--- config.mk ---
export PLATFORM = sky130hd
export DESIGN_NAME = aon_rtc_regs
export DESIGN_NICKNAME = d
export VERILOG_FILES = /design/src/rtl/aon_rtc_pkg.sv /design/src/rtl/aon_bus_decode.sv /design/src/rtl/aon_count_core.sv /design/src/rtl/aon_ctrl_reg.sv /design/src/rtl/aon_rtc_regs.sv
export SDC_FILE = /design/constraint.sdc
export NUM_CORES = 1
export LEC_CHECK = 0
export BUFFER_PORTS_ARGS = -buffer_cell sky130_fd_sc_hd__buf_4
export CORE_MARGIN = 2
export CORE_UTILIZATION = 40
export DETAILED_ROUTE_END_ITERATION = 16
export RECOVER_POWER = 25
export SLEW_MARGIN = 20
export SYNTH_ARGS = -nofsm -noshare
export SYNTH_HDL_FRONTEND = slang
export SYNTH_SLANG_ARGS = --single-unit
--- constraint.sdc ---
create_clock -name clk_i -period 2.1 [get_ports clk_i]
set_input_delay 0.42 -clock clk_i [delete_from_list [all_inputs] [get_ports clk_i]]
set_output_delay 0.42 -clock clk_i [all_outputs]
set_load 0.03 [all_outputs]
--- src/rtl/aon_rtc_pkg.sv ---
package aon_rtc_pkg;
  typedef enum logic [1:0] {
    RD_NONE = 2'd0,
    RD_CTRL = 2'd1,
    RD_HI   = 2'd2,
    RD_LO   = 2'd3
  } rd_sel_e;
endpackage

--- src/rtl/aon_bus_decode.sv ---
module aon_bus_decode
  import aon_rtc_pkg::*;
#(
  parameter int unsigned ADDR_W   = 12,
  parameter logic [11:0] OFS_CTRL = 12'h034,
  parameter logic [11:0] OFS_HI   = 12'h050,
  parameter logic [11:0] OFS_LO   = 12'h054
) (
  input  logic              clk_i,
  input  logic              rst_ni,
  input  logic              req_i,
  input  logic              we_i,
  input  logic [ADDR_W-1:0] addr_i,
  output logic              wr_ctrl_o,
  output logic              wr_hi_o,
  output logic              wr_lo_o,
  output logic              rd_o,
  output rd_sel_e           rd_sel_o
);
  logic    aligned;
  rd_sel_e sel;

  assign aligned = (addr_i[1:0] == 2'b00);

  always_comb begin
    sel = RD_NONE;
    if (aligned) begin
      if (addr_i == ADDR_W'(OFS_CTRL))    sel = RD_CTRL;
      else if (addr_i == ADDR_W'(OFS_HI)) sel = RD_HI;
      else if (addr_i == ADDR_W'(OFS_LO)) sel = RD_LO;
    end
  end

  assign wr_ctrl_o = req_i && we_i && (sel == RD_CTRL);
  assign wr_hi_o   = req_i && we_i && (sel == RD_HI);
  assign wr_lo_o   = req_i && we_i && (sel == RD_LO);
  assign rd_o      = req_i && !we_i;
  assign rd_sel_o  = sel;


  wr_onehot_chk: assert property (@(posedge clk_i) disable iff (!rst_ni)
    $onehot0({wr_ctrl_o, wr_hi_o, wr_lo_o}));

  misaligned_nowr_chk: assert property (@(posedge clk_i) disable iff (!rst_ni)
    (req_i && addr_i[1:0] != 2'b00) |-> !(wr_ctrl_o || wr_hi_o || wr_lo_o));
endmodule

--- src/rtl/aon_count_core.sv ---
module aon_count_core #(
  parameter int unsigned CNT_W  = 47,
  parameter int unsigned DATA_W = 32,
  localparam int unsigned LO_W  = DATA_W,
  localparam int unsigned HI_W  = CNT_W - LO_W
) (
  input  logic              clk_i,
  input  logic              rst_ni,
  input  logic              tick_i,
  input  logic              wr_hi_i,
  input  logic              wr_lo_i,
  input  logic [DATA_W-1:0] wdata_i,
  output logic [HI_W-1:0]   cnt_hi_o,
  output logic [LO_W-1:0]   cnt_lo_o
);
  logic [CNT_W-1:0] cnt_q, cnt_d;

  // write beats tick; halves load independently
  always_comb begin
    cnt_d = cnt_q;
    if (wr_lo_i)      cnt_d = {cnt_q[CNT_W-1:LO_W], wdata_i};
    else if (wr_hi_i) cnt_d = {wdata_i[HI_W-1:0], cnt_q[LO_W-1:0]};
    else if (tick_i)  cnt_d = cnt_q + CNT_W'(1);
  end

  // no reset: time survives a bus reset
  always_ff @(posedge clk_i) cnt_q <= cnt_d;

  assign cnt_hi_o = cnt_q[CNT_W-1:LO_W];
  assign cnt_lo_o = cnt_q[LO_W-1:0];


  tick_inc_chk: assert property (@(posedge clk_i) disable iff (!rst_ni)
    (tick_i && !wr_hi_i && !wr_lo_i) |=> ({cnt_hi_o, cnt_lo_o} == $past({cnt_hi_o, cnt_lo_o}) + CNT_W'(1)));

  idle_hold_chk: assert property (@(posedge clk_i) disable iff (!rst_ni)
    (!tick_i && !wr_hi_i && !wr_lo_i) |=> $stable({cnt_hi_o, cnt_lo_o}));

  lo_load_chk: assert property (@(posedge clk_i) disable iff (!rst_ni)
    wr_lo_i |=> (cnt_lo_o == $past(wdata_i)) && $stable(cnt_hi_o));

  hi_load_chk: assert property (@(posedge clk_i) disable iff (!rst_ni)
    wr_hi_i |=> (cnt_hi_o == $past(wdata_i[HI_W-1:0])) && $stable(cnt_lo_o));
endmodule

--- src/rtl/aon_ctrl_reg.sv ---
module aon_ctrl_reg #(
  parameter int unsigned DATA_W  = 32,
  parameter int unsigned PDEN_BIT = 5,
  parameter int unsigned OFF_BIT  = 6
) (
  input  logic              clk_i,
  input  logic              rst_ni,
  input  logic              wr_i,
  input  logic [DATA_W-1:0] wdata_i,
  output logic [DATA_W-1:0] ctrl_o,
  output logic              shutdown_o
);
  logic [DATA_W-1:0] ctrl_q;
  logic              sd_q;
  logic              kill_req;

  assign kill_req = wr_i && wdata_i[PDEN_BIT] && wdata_i[OFF_BIT];

  always_ff @(posedge clk_i or negedge rst_ni) begin
    if (!rst_ni) begin
      ctrl_q <= '0;
      sd_q   <= 1'b0;
    end else begin
      if (wr_i) ctrl_q <= wdata_i;
      sd_q <= kill_req;
    end
  end

  assign ctrl_o     = ctrl_q;
  assign shutdown_o = sd_q;


  ctrl_hold_chk: assert property (@(posedge clk_i) disable iff (!rst_ni)
    !wr_i |=> $stable(ctrl_o));

  sd_cause_chk: assert property (@(posedge clk_i) disable iff (!rst_ni)
    $rose(shutdown_o) |-> $past(wr_i && wdata_i[PDEN_BIT] && wdata_i[OFF_BIT]));

  sd_single_chk: assert property (@(posedge clk_i) disable iff (!rst_ni)
    !(wr_i && wdata_i[PDEN_BIT] && wdata_i[OFF_BIT]) |=> !shutdown_o);
endmodule

--- src/rtl/aon_rtc_regs.sv ---
module aon_rtc_regs
  import aon_rtc_pkg::*;
#(
  parameter int unsigned CNT_W    = 47,
  parameter int unsigned DATA_W   = 32,
  parameter int unsigned ADDR_W   = 12,
  parameter logic [11:0] OFS_CTRL = 12'h034,
  parameter logic [11:0] OFS_HI   = 12'h050,
  parameter logic [11:0] OFS_LO   = 12'h054,
  parameter int unsigned PDEN_BIT = 5,
  parameter int unsigned OFF_BIT  = 6,
  localparam int unsigned HI_W    = CNT_W - DATA_W
) (
  input  logic              clk_i,
  input  logic              rst_ni,
  input  logic              tick_i,
  input  logic              req_i,
  input  logic              we_i,
  input  logic [ADDR_W-1:0] addr_i,
  input  logic [DATA_W-1:0] wdata_i,
  output logic [DATA_W-1:0] rdata_o,
  output logic              shutdown_o
);
  logic              wr_ctrl, wr_hi, wr_lo, rd;
  rd_sel_e           rd_sel;
  logic [HI_W-1:0]   cnt_hi;
  logic [DATA_W-1:0] cnt_lo, ctrl, rd_mux, rdata_q;

  aon_bus_decode #(
    .ADDR_W(ADDR_W), .OFS_CTRL(OFS_CTRL), .OFS_HI(OFS_HI), .OFS_LO(OFS_LO)
  ) u_dec (
    .clk_i, .rst_ni, .req_i, .we_i, .addr_i,
    .wr_ctrl_o(wr_ctrl), .wr_hi_o(wr_hi), .wr_lo_o(wr_lo),
    .rd_o(rd), .rd_sel_o(rd_sel)
  );

  aon_count_core #(.CNT_W(CNT_W), .DATA_W(DATA_W)) u_cnt (
    .clk_i, .rst_ni, .tick_i,
    .wr_hi_i(wr_hi), .wr_lo_i(wr_lo), .wdata_i,
    .cnt_hi_o(cnt_hi), .cnt_lo_o(cnt_lo)
  );

  aon_ctrl_reg #(.DATA_W(DATA_W), .PDEN_BIT(PDEN_BIT), .OFF_BIT(OFF_BIT)) u_ctrl (
    .clk_i, .rst_ni, .wr_i(wr_ctrl), .wdata_i,
    .ctrl_o(ctrl), .shutdown_o
  );

  always_comb begin
    unique case (rd_sel)
      RD_CTRL: rd_mux = ctrl;
      RD_HI:   rd_mux = DATA_W'(cnt_hi);
      RD_LO:   rd_mux = cnt_lo;
      default: rd_mux = '0;
    endcase
  end

  always_ff @(posedge clk_i or negedge rst_ni) begin
    if (!rst_ni)  rdata_q <= '0;
    else if (rd)  rdata_q <= rd_mux;
  end

  assign rdata_o = rdata_q;


  rdata_hold_chk: assert property (@(posedge clk_i) disable iff (!rst_ni)
    !(req_i && !we_i) |=> $stable(rdata_o));

  hole_zero_chk: assert property (@(posedge clk_i) disable iff (!rst_ni)
    (req_i && !we_i && addr_i[1:0] != 2'b00) |=> (rdata_o == '0));

  hi_upper_zero_chk: assert property (@(posedge clk_i) disable iff (!rst_ni)
    (req_i && !we_i && addr_i == ADDR_W'(OFS_HI)) |=> (rdata_o[DATA_W-1:HI_W] == '0));
endmodule

; Word-level counts from Yosys, hierarchy flattened
; Index checks and enable logic that the tools add are counted.
[word_totals]
regBits = 112
output_inout_bits = 33
word_cells = 35
in_bits = 49
[op_classes]
addsub = 1
eq_ne = 7
n_bitwise = 1
mux = 8
reduce_logical = 13
[op_table]
columns = cell, count
row1 = $pmux 32 s3, 1
row2 = $mux 47, 2
row3 = $add 47x1->47 const B, 1
row4 = $mux 32, 1
row5 = $eq 12x7->1 const B, 2
row6 = $eq 12x6->1 const B, 1
row7 = $mux 2, 4
row8 = $logic_and 1x1->1, 7
row9 = $eq 2x2->1 const B, 2
row10 = $reduce_and 2->1, 2
row11 = $reduce_bool 2->1, 2
row12 = $eq 2x1->1 const B, 1
row13 = $logic_not 2->1, 1
row14 = $ne 2x2->1 const B, 1
row15 = $logic_not 1->1, 1
row16 = $not 1->1, 1

; Longest topological paths before layout
; Gate-level depths: netlist of run 1.
[depth]
ltp_word = 9
depth_mapped = 7
ltp_nobuf = 7

; By module
; A second synthesis of run 1 with hierarchy kept.
[unflattened]
cells_unflattened = 553
hier_area_um2 = 6267.3
[by_module_without_submodules]
columns = module, instances, area_each_um2, cells_per_inst
row1 = aon_count_core, 1, 2945.3, 308
row2 = aon_rtc_regs, 1, 1829.3, 160
row3 = aon_ctrl_reg, 1, 1372.6, 70
row4 = aon_bus_decode, 1, 120.1, 15

; Worst setup path before layout of run 1
; OpenSTA, ideal clock, no wires.
[synth_path]
path_type = input to register
from = input addr_i[1]
to = register u_cnt.cnt_q[0] (enable)
t_arrival_ns = 2.361
path_buffers = 1
t_required_ns = 1.711
path_stages = 7
path_slack_ns = -0.651
path_cell_list = nor4_2 nand4_4 or2_4 nor2_2 buf_2 nand2_1 nand2_1
[synth_between]
elab_chain_cells = 9
word_cells_on_any_way = 15
[synth_rtl]
columns = item, line
row1 = from (decl), aon_rtc_regs.sv:19  ; input logic [ADDR_W-1:0] addr_i,
row2 = $eq 12x7->1, aon_bus_decode.sv:30  ; else if (addr_i == ADDR_W'(OFS_LO)) sel = RD_LO;
row3 = $mux 2, aon_bus_decode.sv:30
row4 = $mux 2, aon_bus_decode.sv:29  ; else if (addr_i == ADDR_W'(OFS_HI)) sel = RD_HI;
row5 = $mux 2, aon_bus_decode.sv:28  ; if (addr_i == ADDR_W'(OFS_CTRL)) sel = RD_CTRL;
row6 = $mux 2 (*), aon_bus_decode.sv:27  ; if (aligned) begin
row7 = $eq 2x2->1 (on tied branches), "aon_bus_decode.sv:36, aon_bus_decode.sv:35"
row8 = $logic_and 1x1->1 (on tied branches), "aon_bus_decode.sv:36, aon_bus_decode.sv:35"
row9 = $ne 2x2->1 (no line) / $reduce_bool 2->1 (equally long branches), -
row10 = $reduce_and 2->1 (no line) (*), -
row11 = to (signal assigned), aon_count_core.sv:27  ; always_ff @(posedge clk_i) cnt_q <= cnt_d;
row12 = to (decl), aon_count_core.sv:16  ; logic [CNT_W-1:0] cnt_q, cnt_d;
; Mark *: on every way between the ends. The rest lies on a longest branch, timed or not.
; A chain may end at the register's enable or synchronous reset.

; Worst setup path in the final report of run 1
[layout_path]
from = register u_cnt.cnt_q[2]
to = register u_cnt.cnt_q[19] (data pin)
[layout_between]
elab_chain_cells = 4
[layout_rtl]
columns = item, line
row1 = $add 47x1->47, aon_count_core.sv:23  ; else if (tick_i) cnt_d = cnt_q + CNT_W'(1);
row2 = $mux 47, aon_count_core.sv:23
row3 = $mux 47, aon_count_core.sv:22  ; else if (wr_hi_i) cnt_d = {wdata_i[HI_W-1:0], cnt_q[LO_W-1:0]};
row4 = $mux 32, aon_count_core.sv:21  ; if (wr_lo_i) cnt_d = {cnt_q[CNT_W-1:LO_W], wdata_i};
row5 = via u_cnt.cnt_d[19], aon_count_core.sv:16
; The timed path passes the listed nets, and every way through them passes these cells. The select of a mux whose other input is x is not followed.

==> qor.yml, run 1 <==
finish:
  final_area_um2: 7220
  layout_commonest_cell: "buf_4"
  layout.cells.non_filler: 826
  final_cell_mix: "buf_4 (133), dfrtp_1 (65), nand2_1 (54)"
  drive_gt1_share_pct: 33.0
  n_antenna_cell: 0
  synthToLayoutAreaGrowth_pct: 26.5
  fillers: 1264
  fin_nets: 691
critical_path:
  crit_type: "reg -> reg"
  crit_arrival_ns: 2.09
  cpPeakStageDelay_ns: 0.36
  crit_path_end_kind: "flip-flop"
  start_kind: "flip-flop"
  crit_path_cell_trace: "and3_2, nand4_4, buf_4, nor3_2, buf_4, and3_1, xnor2_1, o21ai_0"
  crit_fanout: 6
  crit_required_ns: 2.19
  crit_path_top_delay_cell: "edfxtp_1"
  cp_common_cell: "buf_4"
  r2r_slack_ns: 0.10
power:
  power.total_w: 0.00434
  p_leak_nw: 2.97
  ir_drop_uv: 434
  pwr_density_cell_nw_per_um2: 601
logic_synthesis:
  post_synth.cell_area_avg_um2: 11.0
  syn_inst: 521
  synth.distinct_cells: 46
  ys_seq_area_share_pct: 53.2
  yosys_warnings: 0
  synth.ff_latch_count: 112
  syn_nets: 571
  syn_area_um2: 5710
die:
  die_h_um: 123
  rows: 43
  start_util_pct: 41.0
  core_um2: 13900
  die_area_um2: 15200
  die_x_um: 123
  io_pins: 82
timing:
  min_period_over_period_pct: 95.0
  maxSlewViolCount: 0
  finalSetupTns_ns: 0
  hold_viol_final: 0
  tightest_slew_ns: 0.916
  fin_crit_ns: 2.00
  setup-violations-final: 0
  slew_headroom_pct: 39.0
  fin_skew_ns: 0.00588
  max_freq_ghz: 0.501
global_route:
  overflow: 0
  grtUsageTotal_pct: 20.7
  grt_pass1_wl_um: 24000
  grt_max_degree: 46
  grt_pass1_vias: 4630
  grt_antenna_before_repair: 0
placed_design:
  dp.cells: 810
  dp_hpwl_um: 10500
  place_congestion: 0.844
  dpl_cell_area_um2: 6960
  io_buffers: 81
detailed_routing:
  drt-wirelength-per-cell_um: 17.9
  wl_um: 14800
  vias_per_cell: 5.42
  first_iter_violations: 246
  antenna_left: 0
  drc_errors: 0
  vias: 4477
  firstDrtPassIters: 5
clock_network:
  cts_tree: "yes"
  clock_latency_ns: 0.35
  cts_root_buf: "clkbuf_16"
  cts_made_buffers: 9
  cts_buffer_depth: 2
  cts-hold-fix-buffers: 0
  post_cts_resize_count: 0
  htreeDepth: 3
  clkTransAtPathRegs_ns: 0.07
  cts_sinks: 112
  postCtsSetupBuffers: 0
run_status:
  status: "finished clean"
flow_run:
  cap_violations: 0
hold_path:
  worstHoldPathType: "in -> async"
==> sequential cells by signal, indices dropped and copies added (netlist names) <==
register           cells
u_ctrl.shutdown_o      1
u_cnt.cnt_q           47
rdata_o               32
u_ctrl.ctrl_o         32
==> kinds of logic (layout without fill, tap and decap cells) <==
group / Yosys count / count (layout) / synth area share, %
simple gates: 150 / 150 / 15.2
flops: 112 / 112 / 53.2
buf+inv: 34 / 159 / 2.78
xor+xnor: 45 / 45 / 6.91
mux: 33 / 33 / 6.51
fa+ha+maj: 1 / 1 / 0.219
compound gates: 146 / 146 / 15.1
==> metrics by stage <==
step	setup WS, ns	util (%)	hold WS (ns)
floorplan	-0.0124	-	0.124
global placement	-0.0561	50.0	0.406
detailed placement	-0.0959	50.0	0.415
CTS	0.0267	51.8	0.0329
global route	-0.0313	51.8	0.253
finish	0.104	51.8	0.190
==> layout make-up <==
type	count	area (um^2)	area share [%]
clock buffers	15	248	3.43
repair buffers	140	1110	15.4
multi-input cells	375	2580	35.7
clock inverters	1	7.51	0.104
inverters	3	11.3	0.156
well taps	180	225	3.12
flip-flops and latches	112	3040	42.1
==> report_power, final <==
part | switching, W | internal [W]
Combinational | 0.000207 | 0.000172
Sequential | 0.0000490 | 0.00236
Clock | 0.000744 | 0.000810
==> worst max-delay path, delay by kind of cell, from the launching register on <==
family,cells,cell delay [ns]
simple gates,4,0.80
buf+inv,2,0.37
flops,1,0.36
xor+xnor,1,0.11
compound gates,1,0.10
==> Yosys cell counts, drive strengths merged <==
master	count	share of area (%)
dfrtp	65	29
o21ai	58	5.3
nand2	57	3.7
a22oi	47	6.2
edfxtp	47	25
a21oi	40	3.5
mux2	33	6.5
xor2	29	4.5
nand3	28	2.5
buf	19	1.8
nor2	16	1.2
xnor2	16	2.5
nand4	13	2.2
clkbuf	12	0.79
and4	7	1.2
nor3	7	0.90
and3	6	0.68
nor4	5	1.4
inv	3	0.20
nand2b	3	0.33
and2	2	0.24
and2b	2	0.26
or2	2	0.26
a211o	1	0.15
ha	1	0.22
nand3b	1	0.13
or3	1	0.11
==> worst paths after layout <==
kind / from / endpoint / cells after the start
setup / recovery: u_cnt.cnt_q[2] / u_cnt.cnt_q[19] / 8
hold / removal: rst_ni / u_ctrl.ctrl_o[2] / 1
setup reg to reg: u_cnt.cnt_q[2] / u_cnt.cnt_q[19] / 8
hold reg to reg: rdata_o[15] / rdata_o[15] / 2
max in group asynchronous: rst_ni / u_ctrl.ctrl_o[13] / 2
min in group clk_i: wdata_i[19] / u_ctrl.ctrl_o[19] / 2
==> per-layer routing <==
layer  vias up  global-route usage, %  wire length, um
li1       2170                      -                -
met1      2183                   27.2             6550
met2       113                   34.6             7290
met3        11                   5.03              795
met4         0                   4.90              160
met5         -                      0                0
Note: power is estimated with default switching activity, not from simulation.
==> run 2: changes to the inputs <==
--- a/config.mk
+++ b/config.mk
@@ -5,10 +5,10 @@
 export SDC_FILE = /design/constraint.sdc
 export NUM_CORES = 1
 export LEC_CHECK = 0
-export BUFFER_PORTS_ARGS = -buffer_cell sky130_fd_sc_hd__buf_4
 export CORE_MARGIN = 2
 export CORE_UTILIZATION = 40
 export DETAILED_ROUTE_END_ITERATION = 16
+export DONT_BUFFER_PORTS = 1
 export RECOVER_POWER = 25
 export SLEW_MARGIN = 20
 export SYNTH_ARGS = -nofsm -noshare
==> qor.yml, run 2 (synthesized netlist as in run 1, its figures left out) <==
run_status:
  status: "finished clean"
hold_path:
  worstHoldPathType: "in -> reg"
timing:
  min_period_over_period_pct: 94.9  # -0.14 points
  setup-violations-final: 0  # unchanged
  slew_headroom_pct: 39.7  # +0.69 points
  rsz0062_at_grt: "true"
  fin_skew_ns: 0.0108  # +0.00493 ns
  fin_crit_ns: 1.99  # -0.00302 ns
  tightest_slew_ns: 0.905  # -0.0103 ns
  whs_ns: 0.193  # +0.00270 ns
  setup_slack_ns: 0.107  # +0.00302 ns
  maxSlewViolCount: 0  # unchanged
  max_freq_ghz: 0.502  # +0.15%
  hold_viol_final: 0  # unchanged
critical_path:
  crit_fanout: 3  # -3
  crit_path_end_kind: "flip-flop"
  crit_arrival_ns: 2.10  # about the same
  crit_type: "reg -> reg"
  r2r_slack_ns: 0.11  # about the same
  reg2reg_to: "u_cnt.cnt_q[43]"
  timing.critical_path.to: "u_cnt.cnt_q[43]"
  crit_path_start: "u_cnt.cnt_q[12]"
  start_kind: "flip-flop"
  r2r_start: "u_cnt.cnt_q[12]"
  reg2regPathDepth: 6  # -2
  crit_required_ns: 2.21  # +0.02 ns
finish:
  fillers: 1292  # +2.2%
  fin_nets: 612  # -11%
  final_cell_mix: "dfrtp_1 (65), nand2_1 (54), buf_4 (54)"
  n_antenna_cell: 0  # unchanged
  drive_gt1_share_pct: 24.2  # -8.8 points
  synthToLayoutAreaGrowth_pct: 16.7
  largest_reg_flops: 47  # unchanged
  final_area_um2: 6660  # -7.7%
  regMostFlops: "u_cnt.cnt_q"
  layout_commonest_cell: "dfrtp_1"
  regArea_um2: 3040  # unchanged
  multi_input_area_um2: 2590  # +0.34%
detailed_routing:
  drt-wirelength-per-cell_um: 19.3  # +7.9%
  vias_per_cell: 5.68  # +4.8%
  top_layer: "met4"
  wl_met2_um: 7140  # -2.0%
  first_iter_violations: 324  # +32%
  antenna_left: 0  # unchanged
  drc_errors: 0  # unchanged
  wl_um: 14400  # -2.4%
  wl_met3_um: 915  # +15%
  firstDrtPassIters: 5  # unchanged
  vias: 4243  # -5.2%
  wl_met1_um: 6180  # -5.6%
placed_design:
  place_congestion: 0.834  # -1.2%
  dp_hpwl_um: 9580  # -8.4%
  dp_slack_ns: 0.0485  # +0.144 ns
  dpl_cell_area_um2: 6280  # -9.7%
  io_buffers: 0  # -100%
clock_network:
  cts_sinks: 112  # unchanged
  cts_root_buf: "clkbuf_16"
  cts_buffer_depth: 2  # unchanged
  cts_tree: "yes"
  clkTransAtPathRegs_ns: 0.08  # about the same
  cts_made_buffers: 9  # unchanged
  htreeDepth: 3  # unchanged
  clock_latency_ns: 0.36  # about the same
die:
  io_pins: 82  # unchanged
  core_um2: 13900  # unchanged
  start_util_pct: 41.0  # unchanged
  die_area_um2: 15200  # unchanged
  die_x_um: 123  # unchanged
  rows: 43  # unchanged
  die_h_um: 123  # unchanged
global_route:
  grt_max_degree: 66  # +43%
  grt_antenna_before_repair: 0  # unchanged
  grt_pass1_wl_um: 23700  # -1.0%
  grtUsageTotal_pct: 20.5  # -0.19 points
  grt_pass1_vias: 4385  # -5.3%
  overflow: 0  # unchanged
power:
  p_leak_nw: 2.58  # -13%
  ir_drop_uv: 467  # +7.7%
  pwr_density_cell_nw_per_um2: 654  # +8.8%
flow_run:
  cap_violations: 0  # unchanged
run 2: worst min path at each step:
stage / start / cells after the start / end
finish: wdata_i[6] / 2 / u_ctrl.shutdown_o
global route: wdata_i[8] / 1 / u_ctrl.ctrl_o[8]
CTS: wdata_i[6] / 2 / u_ctrl.shutdown_o
detailed placement: rst_ni / 0 / rdata_o[2]
global placement: rst_ni / 0 / rdata_o[2]
floorplan: rst_ni / 0 / rdata_o[0]
run 2: cell type report:
type / instances / share of cell area, %
Multi-Input combinational cell: 375 / 38.8
Timing Repair Buffer: 61 / 7.72
Inverter: 3 / 0.169
Tap cell: 180 / 3.38
Sequential cell: 112 / 45.6
Clock buffer: 11 / 3.81
Clock inverter: 5 / 0.470
run 2: per-stage QoR:
step	total power, W	std cells	TNS, ns	util [%]
2_1_floorplan	0.00259	521	-0.0124	-
3_3_place_gp	0.00269	723	0	45.1
3_5_place_dp	0.00269	723	0	45.1
4_1_cts	0.00439	741	0	47.4
5_1_grt	0.00452	747	-0.00530	47.8
6_report	0.00436	747	0	47.8
run 2: report_power, final:
part | internal (W) | total (W) | switching (W)
sequential | 0.00236 | 0.00240 | 0.0000474
clock | 0.000875 | 0.00167 | 0.000795
combinational | 0.000122 | 0.000285 | 0.000163
run 2: layer usage:
layer | vias to the layer above | global-route usage [%]
li1 | 2010 | -
met3 | 14 | 4.98
met4 | 0 | 5.97
met1 | 2100 | 26.2
met5 | - | 0
met2 | 119 | 34.6
run 2: timing repair:
action / in CTS / in global routing
setup endpoints to repair: 0 / 16
hold buffers: 2 / 0
resized for setup: 0 / 7
buffers inserted: 0 / 6
hold endpoints to repair: 65 / 0
run 2: worst max-delay path, stage by stage, from the launching register on:
cell	delay (ns)
edfxtp_1	0.37
and4_4	0.25
nand4_1	0.19
nor4_4	0.40
nand4_2	0.13
xnor2_1	0.14
mux2_4	0.26
